File: config.mk
export PLATFORM = sky130hd
export DESIGN_NAME = ir_rx_fifo_ctrl
export DESIGN_NICKNAME = d
export VERILOG_FILES = /design/src/rtl/ir_rx_pkg.sv /design/src/rtl/ir_rx_fifo.sv /design/src/rtl/ir_rx_flags.sv /design/src/rtl/ir_rx_fifo_ctrl.sv
export SDC_FILE = /design/constraint.sdc
export NUM_CORES = 1
export LEC_CHECK = 0
export ABC_CLOCK_PERIOD_IN_PS = 3040
export BUFFER_PORTS_ARGS = -buffer_cell sky130_fd_sc_hd__buf_2
export CAP_MARGIN = 15
export CORE_MARGIN = 1.5
export CORE_UTILIZATION = 47
export DETAILED_ROUTE_END_ITERATION = 10
export PLACE_DENSITY_LB_ADDON = 0.12
export SYNTH_ARGS = -nofsm -noshare
export SYNTH_HDL_FRONTEND = slang
export SYNTH_SLANG_ARGS = --single-unit
File: constraint.sdc
create_clock -name clk -period 3.04 [get_ports clk]
set_input_delay 0.152 -clock clk [delete_from_list [all_inputs] [get_ports clk]]
set_output_delay 0.152 -clock clk [all_outputs]
set_load 0.05 [all_outputs]
File: src/rtl/ir_rx_pkg.sv
package ir_rx_pkg;
    localparam logic [5:0] OFF_CTRL  = 6'h00;
    localparam logic [5:0] OFF_RXCFG = 6'h10;
    localparam logic [5:0] OFF_DATA  = 6'h20;
    localparam logic [5:0] OFF_IEN   = 6'h2C;
    localparam logic [5:0] OFF_STAT  = 6'h30;
    localparam logic [5:0] OFF_SAMP  = 6'h34;

    localparam int BIT_OVF   = 0;
    localparam int BIT_PEND  = 1;
    localparam int BIT_AVAIL = 4;
    localparam int FIELD_LSB = 8;

    typedef struct packed {
        logic avail;
        logic pend;
        logic ovf;
    } evt_flags_t;
endpackage

File: src/rtl/ir_rx_fifo.sv
module ir_rx_fifo #(
    parameter int DEPTH  = 16,
    parameter int CODE_W = 8,
    localparam int PTR_W = $clog2(DEPTH),
    localparam int CNT_W = $clog2(DEPTH + 1)
) (
    input  logic              clk,
    input  logic              rst_n,
    input  logic              push,
    input  logic [CODE_W-1:0] push_code,
    input  logic              pop,
    output logic [CODE_W-1:0] pop_code,
    output logic [CNT_W-1:0]  count,
    output logic              drop
);
    typedef struct packed {
        logic [PTR_W-1:0] wptr;
        logic [PTR_W-1:0] rptr;
        logic [CNT_W-1:0] cnt;
    } fifo_st_t;

    fifo_st_t st_d, st_q;
    logic [CODE_W-1:0] mem_q [DEPTH];
    logic full, empty, do_pop, do_push;

    always_comb begin
        full    = (st_q.cnt == CNT_W'(DEPTH));
        empty   = (st_q.cnt == '0);
        do_pop  = pop && !empty;
        do_push = push && (!full || do_pop);
        drop    = push && full && !do_pop;
        st_d    = st_q;
        if (do_push)
            st_d.wptr = (st_q.wptr == PTR_W'(DEPTH - 1)) ? '0 : st_q.wptr + 1'b1;
        if (do_pop)
            st_d.rptr = (st_q.rptr == PTR_W'(DEPTH - 1)) ? '0 : st_q.rptr + 1'b1;
        case ({do_push, do_pop})
            2'b10:   st_d.cnt = st_q.cnt + 1'b1;
            2'b01:   st_d.cnt = st_q.cnt - 1'b1;
            default: st_d.cnt = st_q.cnt;
        endcase
        pop_code = empty ? '0 : mem_q[st_q.rptr];
        count    = st_q.cnt;
    end

    always_ff @(posedge clk) begin
        if (!rst_n) st_q <= '0;
        else        st_q <= st_d;
    end

    always_ff @(posedge clk) begin
        if (do_push) mem_q[st_q.wptr] <= push_code;
    end


    cnt_bound_chk: assert property (@(posedge clk) disable iff (!rst_n)
        count <= CNT_W'(DEPTH));

    empty_rd_chk: assert property (@(posedge clk) disable iff (!rst_n)
        (pop && count == '0 && !push) |=> count == '0);

    full_swap_chk: assert property (@(posedge clk) disable iff (!rst_n)
        (push && pop && count == CNT_W'(DEPTH)) |=> count == CNT_W'(DEPTH));
endmodule

File: src/rtl/ir_rx_flags.sv
module ir_rx_flags
    import ir_rx_pkg::*;
#(
    parameter int CNT_W = 5,
    parameter int LVL_W = 4
) (
    input  logic             clk,
    input  logic             rst_n,
    input  logic             drop,
    input  logic             pkt_end,
    input  logic [CNT_W-1:0] count,
    input  logic [LVL_W-1:0] level,
    input  evt_flags_t       clr,
    input  evt_flags_t       ena,
    output evt_flags_t       flags,
    output logic             irq
);
    evt_flags_t flg_d, flg_q;
    logic above;

    always_comb begin
        above       = count > CNT_W'(level);
        flg_d.ovf   = (flg_q.ovf   & ~clr.ovf)   | drop;
        flg_d.pend  = (flg_q.pend  & ~clr.pend)  | pkt_end;
        flg_d.avail = (flg_q.avail & ~clr.avail) | above;
        flags       = flg_q;
        irq         = |(flg_q & ena);
    end

    always_ff @(posedge clk) begin
        if (!rst_n) flg_q <= '0;
        else        flg_q <= flg_d;
    end


    ovf_set_chk: assert property (@(posedge clk) disable iff (!rst_n)
        drop |=> flags.ovf);

    pend_set_chk: assert property (@(posedge clk) disable iff (!rst_n)
        pkt_end |=> flags.pend);

    irq_pend_chk: assert property (@(posedge clk) disable iff (!rst_n)
        (pkt_end && ena.pend) |=> (irq || !$past(ena.pend) || !ena.pend));

    ovf_clr_chk: assert property (@(posedge clk) disable iff (!rst_n)
        (clr.ovf && !drop) |=> !flags.ovf);
endmodule

File: src/rtl/ir_rx_fifo_ctrl.sv
module ir_rx_fifo_ctrl
    import ir_rx_pkg::*;
#(
    parameter int DEPTH  = 16,
    parameter int CODE_W = 8
) (
    input  logic              clk,
    input  logic              rst_n,
    input  logic              code_vld,
    input  logic [CODE_W-1:0] code,
    input  logic              pkt_end,
    input  logic              reg_wr,
    input  logic              reg_rd,
    input  logic [5:0]        reg_addr,
    input  logic [31:0]       reg_wdata,
    output logic [31:0]       reg_rdata,
    output logic              irq
);
    localparam int CNT_W = $clog2(DEPTH + 1);
    localparam int LVL_W = $clog2(DEPTH);

    typedef struct packed {
        logic             gen;
        logic             rxen;
        logic [1:0]       mode;
        logic [7:0]       rxcfg;
        logic [15:0]      samp;
        evt_flags_t       ena;
        logic [LVL_W-1:0] level;
    } regs_t;

    regs_t rg_d, rg_q;
    logic accept, push, pend_in, pop;
    evt_flags_t clr, flags;
    logic [CODE_W-1:0] pop_code;
    logic [CNT_W-1:0]  count;
    logic drop;

    always_comb begin
        accept  = rg_q.gen && rg_q.rxen;
        push    = code_vld && accept;
        pend_in = pkt_end && accept;
        pop     = reg_rd && (reg_addr == OFF_DATA);
        clr     = '0;
        rg_d    = rg_q;
        if (reg_wr) begin
            case (reg_addr)
                OFF_CTRL: begin
                    rg_d.gen  = reg_wdata[0];
                    rg_d.rxen = reg_wdata[1];
                    rg_d.mode = reg_wdata[5:4];
                end
                OFF_RXCFG: rg_d.rxcfg = reg_wdata[7:0];
                OFF_SAMP:  rg_d.samp  = reg_wdata[15:0];
                OFF_IEN: begin
                    rg_d.ena.ovf   = reg_wdata[BIT_OVF];
                    rg_d.ena.pend  = reg_wdata[BIT_PEND];
                    rg_d.ena.avail = reg_wdata[BIT_AVAIL];
                    rg_d.level     = reg_wdata[FIELD_LSB +: LVL_W];
                end
                OFF_STAT: begin
                    clr.ovf   = reg_wdata[BIT_OVF];
                    clr.pend  = reg_wdata[BIT_PEND];
                    clr.avail = reg_wdata[BIT_AVAIL];
                end
                default: ;
            endcase
        end
        reg_rdata = '0;
        case (reg_addr)
            OFF_CTRL: begin
                reg_rdata[0]   = rg_q.gen;
                reg_rdata[1]   = rg_q.rxen;
                reg_rdata[5:4] = rg_q.mode;
            end
            OFF_RXCFG: reg_rdata[7:0]  = rg_q.rxcfg;
            OFF_SAMP:  reg_rdata[15:0] = rg_q.samp;
            OFF_DATA:  reg_rdata[CODE_W-1:0] = pop_code;
            OFF_IEN: begin
                reg_rdata[BIT_OVF]   = rg_q.ena.ovf;
                reg_rdata[BIT_PEND]  = rg_q.ena.pend;
                reg_rdata[BIT_AVAIL] = rg_q.ena.avail;
                reg_rdata[FIELD_LSB +: LVL_W] = rg_q.level;
            end
            OFF_STAT: begin
                reg_rdata[BIT_OVF]   = flags.ovf;
                reg_rdata[BIT_PEND]  = flags.pend;
                reg_rdata[BIT_AVAIL] = flags.avail;
                reg_rdata[FIELD_LSB +: CNT_W] = count;
            end
            default: ;
        endcase
    end

    always_ff @(posedge clk) begin
        if (!rst_n) rg_q <= '0;
        else        rg_q <= rg_d;
    end

    ir_rx_fifo #(.DEPTH(DEPTH), .CODE_W(CODE_W)) i_fifo (
        .clk(clk), .rst_n(rst_n), .push(push), .push_code(code),
        .pop(pop), .pop_code(pop_code), .count(count), .drop(drop)
    );

    ir_rx_flags #(.CNT_W(CNT_W), .LVL_W(LVL_W)) i_flags (
        .clk(clk), .rst_n(rst_n), .drop(drop), .pkt_end(pend_in),
        .count(count), .level(rg_q.level), .clr(clr), .ena(rg_q.ena),
        .flags(flags), .irq(irq)
    );


    gate_chk: assert property (@(posedge clk) disable iff (!rst_n)
        (code_vld && !accept && !pop) |=> $stable(count));
endmodule

# Word-level counts from Yosys, hierarchy flattened
# Memory sizes are Yosys's and may differ from the RTL's. A register that Yosys moved wholly into a read port is not among the register bits.
# Cells that the tools add are included.
[classes]
n_addsub = 4
order_cmp = 1
n_eq_ne = 10
mux = 18
n_bitwise = 10
n_reduce_logical = 20
[op_table]
columns = ["cell", "count"]
rows = [
  ["$eq 6x6->1 const B", 4],
  ["$mux 4", 4],
  ["$pmux 2 s3", 2],
  ["$pmux 2 s6", 1],
  ["$pmux 4 s3", 1],
  ["$pmux 5 s2", 1],
  ["$mux 3", 3],
  ["$add 4x1->4 const B", 2],
  ["$eq 4x4->1 const B", 2],
  ["$logic_and 1x1->1", 8],
  ["$mux 8", 1],
  ["$reduce_and 2->1", 4],
  ["$eq 6x5->1 const B", 1],
  ["$logic_not 6->1", 1],
  ["$pmux 1 s6", 1],
  ["$add 5x1->5 const B", 1],
  ["$eq 5x5->1 const B", 1],
  ["$gt 5x4->1", 1],
  ["$logic_not 5->1", 1],
  ["$sub 5x1->5 const B", 1],
  ["$pmux 1 s4", 1],
  ["$and 1x1->1", 3],
  ["$and 3x3->3", 1],
  ["$logic_not 1->1", 3],
  ["9 further kinds", 14],
]
[totals]
ff_bits = 51
ram_bits = 128
inputBits = 52
out_inout_bits = 33
n_memories = 1
[mem_list]
columns = ["memory", "depth", "width", "read_ports", "rd_clocked_by_memory_dff", "write_ports", "line", "text"]
rows = [
  ["i_fifo.mem_q", 16, 8, 1, 1, 1, "ir_rx_fifo.sv:23", "logic [CODE_W-1:0] mem_q [DEPTH];"],
]

# Depth between registers and ports, before layout
# Gate-level depths: netlist of run 1.
[depth]
word_depth = 7
mapped_depth = 15
ltp_nobuf = 12

# By module
# From an unflattened synthesis of run 1, not the netlist that was laid out.
[unflattened]
cells_unflattened = 549
hier_area_um2 = 8056.5
[by_module_without_submodules]
columns = ["module", "n_inst", "cells_each", "area_each_um2", "seq_area_each_um2"]
rows = [
  ["ir_rx_fifo", 1, 316, 5899.4, 4184.0],
  ["ir_rx_fifo_ctrl", 1, 209, 1929.4, 700.7],
  ["ir_rx_flags", 1, 24, 227.7, 60.1],
]

# Worst setup path after synthesis of run 1
# OpenSTA, ideal clock, no wires.
[synth_timing]
path_type = "register -> register"
from = "reg i_fifo.st_q, in the netlist i_fifo.count[1]"
to = "reg i_fifo.st_q, in the netlist i_fifo.count[2]"
arrival_time_ps = 2962
required_time_ps = 2964
path_slack_ps = 2
path_stages_with_launch = 15
path_buffers = 3
cell_sequence = "dfxtp_1 > buf_6 > or4_4 > a311oi_2 > nor2_2 > clkinv_2 > buf_6 > ha_1 > clkbuf_1 > xor2_1 > ha_1 > a21oi_1 > xor2_1 > or3_1 > a21boi_0"
[synth_via]
elab_chain_len = 7
word_cells_on_any_way = 13
cone_classes = "add/sub (2); eq/ne (3); mux (1); reduce/logical (7)"
[synth_lines]
columns = ["element", "line", "text"]
rows = [
  ["from (decl)", "ir_rx_fifo.sv:22", "fifo_st_t st_d, st_q;"],
  ["from (signal assigned)", "ir_rx_fifo.sv:48", "else st_q <= st_d;"],
  ["$logic_not 5->1", "ir_rx_fifo.sv:28", "empty = (st_q.cnt == '0);"],
  ["$logic_not 1->1", "ir_rx_fifo.sv:29", "do_pop = pop && !empty;"],
  ["$logic_and 1x1->1", "ir_rx_fifo.sv:29", ""],
  ["$logic_or 1x1->1", "ir_rx_fifo.sv:30", "do_push = push && (!full || do_pop);"],
  ["$logic_and 1x1->1", "ir_rx_fifo.sv:30", ""],
  ["$eq 2x1->1 / $eq 2x2->1 (equally long branches)", "ir_rx_fifo.sv:37", "case ({do_push, do_pop})"],
  ["$pmux 5 s2 / $reduce_bool 2->1 (equally long branches)", "--", ""],
]
# Several ways; a longest one is shown, not always the timed one.
# A chain may end at the register's enable or synchronous reset.

# Worst setup path after layout of run 1
[layout_timing]
from = "reg i_fifo.st_q, in the netlist i_fifo.count[0]"
to = "reg i_fifo.st_q, in the netlist i_fifo.count[4]"
# The elaborated chain is that of the path after synthesis.

==> flow_summary.ini, run 1 <==
[run_status]
status = finished, final reports clean

[finish]
fin_util = 0.552
stdcell_area_mm2 = 0.00913
antenna_cells = 0
area_delta_synth_final_pct = 15.6
drive_gt1_frac = 0.224
nets = 703

[setup_path]
crit_chain = or4_4, a311oi_2, nor2_2, clkinv_2, ha_1, xor2_1, ha_1, nand2b_1, a31oi_1, a31oi_1, xnor2_1, and2_1
slowest_stage = or4_4
endpoint_kind = flip-flop
crit_type = flip-flop to flip-flop
cp.arrival_ns = 3.08
slowest_delay_ns = 0.57
cp.required_ns = 3.37
crit_buf_inv = 1
path_max_fanout = 8
crit_family = simple AND/OR/NAND/NOR gates
worstSetupStartpointType = flip-flop

[power]
ir_drop_mv = 0.385
p_leak_nw = 3.12
power_w = 0.00498
p_per_area_mw_per_mm2 = 545

[floorplanning]
rows = 47
dieArea_mm2 = 0.0176
pin_count = 85
core_area_mm2 = 0.0165
start_util = 0.478
die_y_um = 133
die_w_um = 133

[grt]
grt_max_degree = 55
grt_first_pass_wirelength_um = 26700
track_usage = 0.204
antenna_found_initial = 0
grt_overflow = 0
grt_pass1_vias = 4806

[clock_network]
worstSkewPairLatency_ns = 0.44
clkSinkCount = 183
clock_path_buffers = 2
cts_buffers = 17
cts_setup_buffers = 0
cts_tree = yes
cts_root_buf = clkbuf_16
cts-htree-levels = 4
clkTransAtPathRegs_ns = 0.07

[synth]
syn_avg_cell_area_um2 = 13.9
syn_area_mm2 = 0.00790
synth_edf_count = 128
ys_seq_area_frac = 0.626
ys_warn_count = 0
synthFlopType = edfxtp_1
synth_seq_cells = 183
netlist_instances = 568
synth-async-reset-ratio = 0
synthDistinctLibCells = 53

[timing]
hold_viol = 0
rsz0062_at_grt = false
tightest_slew_ns = 0.870
timing.fmax_mhz = 363
finalCritPeriodShare = 0.905
relSlewSlack = 0.420
skew_ns = 0.00932
drv_slew = 0
setup_tns_ns = 0
finalSetupViolations = 0
fin_crit_ns = 2.75
whs_ns = 0.0247

[placement]
io_buffers = 52
gp_congestion = 0.798
placed_area_mm2 = 0.00841
dpl.hpwl_um = 11100

[job]
maxCapViolCount = 0

[routing]
route.top_layer_used = met4
postRouteAntennaNets = 0
routed_wl_um = 17100
wl_met2_um = 8200
wl_met1_um = 8000
vias = 4818
drc = 0
drt-initial-drc-count = 368
wire_per_inst_um = 19.6
vias_per_cell = 5.53
wl_met3_um = 667
dr.pass1.iters = 6

[worst_hold_path]
holdCritPathClass = input pin to flip-flop
## worst register-to-register path, cell delays in order, from the launching register on
cell and delay, ns:
dfxtp_1 0.32, or4_4 0.57, a311oi_2 0.30, nor2_2 0.13, clkinv_2 0.07, ha_1 0.18, xor2_1 0.17, ha_1 0.25
nand2b_1 0.07, a31oi_1 0.19, a31oi_1 0.12, xnor2_1 0.13, and2_1 0.15
## cell usage after synthesis (4+ instances only)
master | number | area (um^2)
edfxtp_1 | 128 | 3840
nand2_1 | 68 | 255
dfxtp_1 | 55 | 1100
a21boi_0 | 37 | 278
nand3_1 | 34 | 170
mux4_2 | 32 | 721
clkbuf_1 | 20 | 75.1
mux2i_1 | 19 | 190
buf_4 | 17 | 128
inv_1 | 13 | 48.8
and3_1 | 12 | 75.1
ha_1 | 12 | 150
and2_1 | 10 | 62.6
nor2b_1 | 10 | 62.6
buf_2 | 9 | 45.0
o221ai_1 | 8 | 70.1
a22oi_1 | 7 | 52.6
nor2_1 | 7 | 26.3
a222oi_1 | 6 | 60.1
nor3_1 | 5 | 25.0
a21oi_1 | 4 | 20.0
o21ai_0 | 4 | 20.0
## per-stage QoR
step           setup WS, ns  instances
2_1_floorplan       0.00229        583
6_report              0.288        872
4_1_cts               0.226        872
3_5_place_dp          0.343        826
5_1_grt              0.0997        872
3_3_place_gp          0.365        826
## routing by layer
layer  track usage  up-vias
met5             0        -
met4        0.0696        0
met3        0.0349       19
met2         0.323      115
met1         0.287     2418
li1              -     2266
## state kept, by name, summed over array words and instances (netlist names), named ones only
signal and count:
i_fifo.count 5, i_fifo.mem_q 128, i_fifo.st_q 8, i_flags.flags 3, rg_q 35
## area by class of cell
cell class              count  area, um^2
clock buffers              18         429
clock inverters            14         153
fillers                  1356        7400
inverters                  14        53.8
multi-input cells         335        2680
flip-flops and latches    183        4950
well taps                 220         275
repair buffers             88         591
## placed cells by master (no fill, tap or decap), types with 4 or more instances in the layout
cell	instances
buf_4	20
edfxtp_1	128
buf_2	52
dfxtp_1	54
and2_1	10
nor3_1	5
o221ai_1	8
a222oi_1	6
and3_1	12
mux2i_1	19
a22oi_1	7
nand3_1	34
a21oi_1	4
ha_1	12
nor2_1	7
conb_1	16
nor2b_1	10
inv_1	13
a21boi_0	37
clkbuf_16	17
o21ai_0	4
dlygate4sd3_1	14
nand2_1	68
inv_6	7
mux4_2	32
## path summary, 6_finish.rpt
| kind | startpoint | depth (start not counted) | endpoint | slack, ns |
|---|---|---|---|---|
| setup / recovery | i_fifo.count[0]$_SDFFE_PN0P_ | 12 | i_fifo.count[4]$_SDFFE_PN0P_ | 0.29 |
| hold / removal | reg_wdata[4] | 3 | rg_q[11]$_SDFFE_PN0P_ | 0.02 |
| setup reg to reg | i_fifo.count[0]$_SDFFE_PN0P_ | 12 | i_fifo.count[4]$_SDFFE_PN0P_ | 0.29 |
| hold reg to reg | rg_q[15]$_SDFFE_PN0P_ | 2 | rg_q[15]$_SDFFE_PN0P_ | 0.46 |
## kinds of logic (layout without fill, tap and decap cells)
kind of cell,count (synthesis),in the layout,synth area share
flops,183,183,0.626
mux,51,51,0.115
xor+xnor,6,6,0.00665
simple gates,161,161,0.101
compound gates,89,89,0.0882
buf+inv,65,134,0.0434
other cells,1,16,0.000475
fa+ha+maj,12,12,0.0190
## power breakdown
group	total, W	internal (W)	switching (W)
clock	0.00217	0.00116	0.00100
sequential	0.00266	0.00266	0.00000139
combinational	0.000149	0.0000416	0.000108
total	0.00498	0.00386	0.00111
## timing repair
action | CTS | global route
resized for setup | 0 | 0
endpoints found under the hold margin | 19 | 0
hold buffers | 14 | 0
Power figures use the tool's default switching activity.
==> inputs of run 2 (changes only) <==
Settings changed: CTS_BUF_LIST from default to sky130_fd_sc_hd__clkbuf_16.
==> flow_summary.ini, run 2 (same netlist as run 1, synthesis figures left out) <==
[routing]
postRouteAntennaNets = 0
routed_wl_um = 17100
drt-initial-drc-count = 370
vias = 4822
vias_per_cell = 5.53
dr.pass1.iters = 6
drc = 0
wl_met2_um = 8210
wl_met3_um = 667
route.top_layer_used = met4
wl_met1_um = 7990
wire_per_inst_um = 19.6

[setup_path]
cp.required_ns = 3.37
crit_type = flip-flop to flip-flop
path_max_fanout = 8
cp.arrival_ns = 3.08
regToRegSetupSlack_ns = 0.29
endpoint_kind = flip-flop
worstSetupStartpointType = flip-flop

[worst_hold_path]
holdCritPathClass = input pin to flip-flop

[job]
maxCapViolCount = 0

[clock_network]
clkSinkCount = 183
cts_tree = yes
cts_buffers = 17
clkTransAtPathRegs_ns = 0.07
worstSkewPairLatency_ns = 0.44
cts_setup_buffers = 0
clock_path_buffers = 2
cts_root_buf = clkbuf_16
cts_resized = 0
holdBufCountCts = 14
cts-htree-levels = 4

[floorplanning]
rows = 47
die_w_um = 133
core_area_mm2 = 0.0165
pin_count = 85
start_util = 0.478
dieArea_mm2 = 0.0176
die_y_um = 133

[grt]
grt_pass1_vias = 4806
grt_max_degree = 55
track_usage = 0.204
grt_overflow = 0
antenna_found_initial = 0
grt_first_pass_wirelength_um = 26700

[run_status]
status = finished, final reports clean

[timing]
tightest_slew_ns = 0.870
fin_crit_ns = 2.75
rsz0062_at_grt = false
setup_tns_ns = 0
whs_ns = 0.0246
relSlewSlack = 0.420
finalCritPeriodShare = 0.905
skew_ns = 0.00932
hold_viol = 0
finalSetupViolations = 0
drv_slew = 0
timing.fmax_mhz = 363

[finish]
final_common_cell = edfxtp_1
antenna_cells = 0
top_regs = i_fifo.mem_q (128), rg_q (35), i_fifo.st_q (8)
area_delta_synth_final_pct = 15.6
drive_gt1_frac = 0.224
top_register = i_fifo.mem_q
fin_util = 0.552
layout_common_cells = edfxtp_1, nand2_1, dfxtp_1, buf_2, a21boi_0
nets = 703
largest_reg_flops = 128

[placement]
io_buffers = 52
dpl.hpwl_um = 11100
gp_congestion = 0.798

[power]
p_per_area_mw_per_mm2 = 545
p_leak_nw = 3.12
ir_drop_mv = 0.385
==> run 2: report_power, final <==
part	internal, W	switching [W]	total [W]
Clock	0.00116	0.00101	0.00216
Combinational	0.0000416	0.000108	0.000149
Sequential	0.00266	0.00000139	0.00266
Total	0.00386	0.00111	0.00497
==> run 2: worst max-delay path, cell delays in order (launching register included) <==
cell and delay, ns:
dfxtp_1 0.32, or4_4 0.57, a311oi_2 0.30, nor2_2 0.13, clkinv_2 0.07, ha_1 0.18, xor2_1 0.17, ha_1 0.25
nand2b_1 0.07, a31oi_1 0.19, a31oi_1 0.12, xnor2_1 0.13, and2_1 0.15
==> run 2: worst paths after layout <==
check,start,endpoint,depth (start not counted)
worst max-delay path,i_fifo.count[0]$_SDFFE_PN0P_,i_fifo.count[4]$_SDFFE_PN0P_,12
worst min-delay path,reg_wdata[4],rg_q[11]$_SDFFE_PN0P_,3
worst max register to register,i_fifo.count[0]$_SDFFE_PN0P_,i_fifo.count[4]$_SDFFE_PN0P_,12
worst min register to register,rg_q[15]$_SDFFE_PN0P_,rg_q[15]$_SDFFE_PN0P_,2
==> run 2: per-layer routing <==
metal,vias to the layer above,GRT usage
met5,-,0
met4,0,0.0696
met3,19,0.0349
met2,115,0.323
met1,2422,0.287
li1,2266,-
==> run 2: cell type report <==
| class | count | area [um^2] |
|---|---|---|
| Sequential cell | 183 | 4950 |
| Clock inverter | 15 | 156 |
| Inverter | 14 | 53.8 |
| Fill cell | 1356 | 7400 |
| Clock buffer | 17 | 425 |
| Multi-Input combinational cell | 335 | 2680 |
| Timing Repair Buffer | 88 | 591 |
| Tap cell | 220 | 275 |
==> run 2: stage by stage <==
stage,total power [W],std cells,worst slack (ns),area (um^2)
3_5_place_dp,0.00285,826,0.343,8410
4_1_cts,0.00501,872,0.226,9130
6_report,0.00497,872,0.288,9130
5_1_grt,0.00512,872,0.0997,9130
3_3_place_gp,0.00285,826,0.365,8410
2_1_floorplan,0.00281,583,0.00229,7960
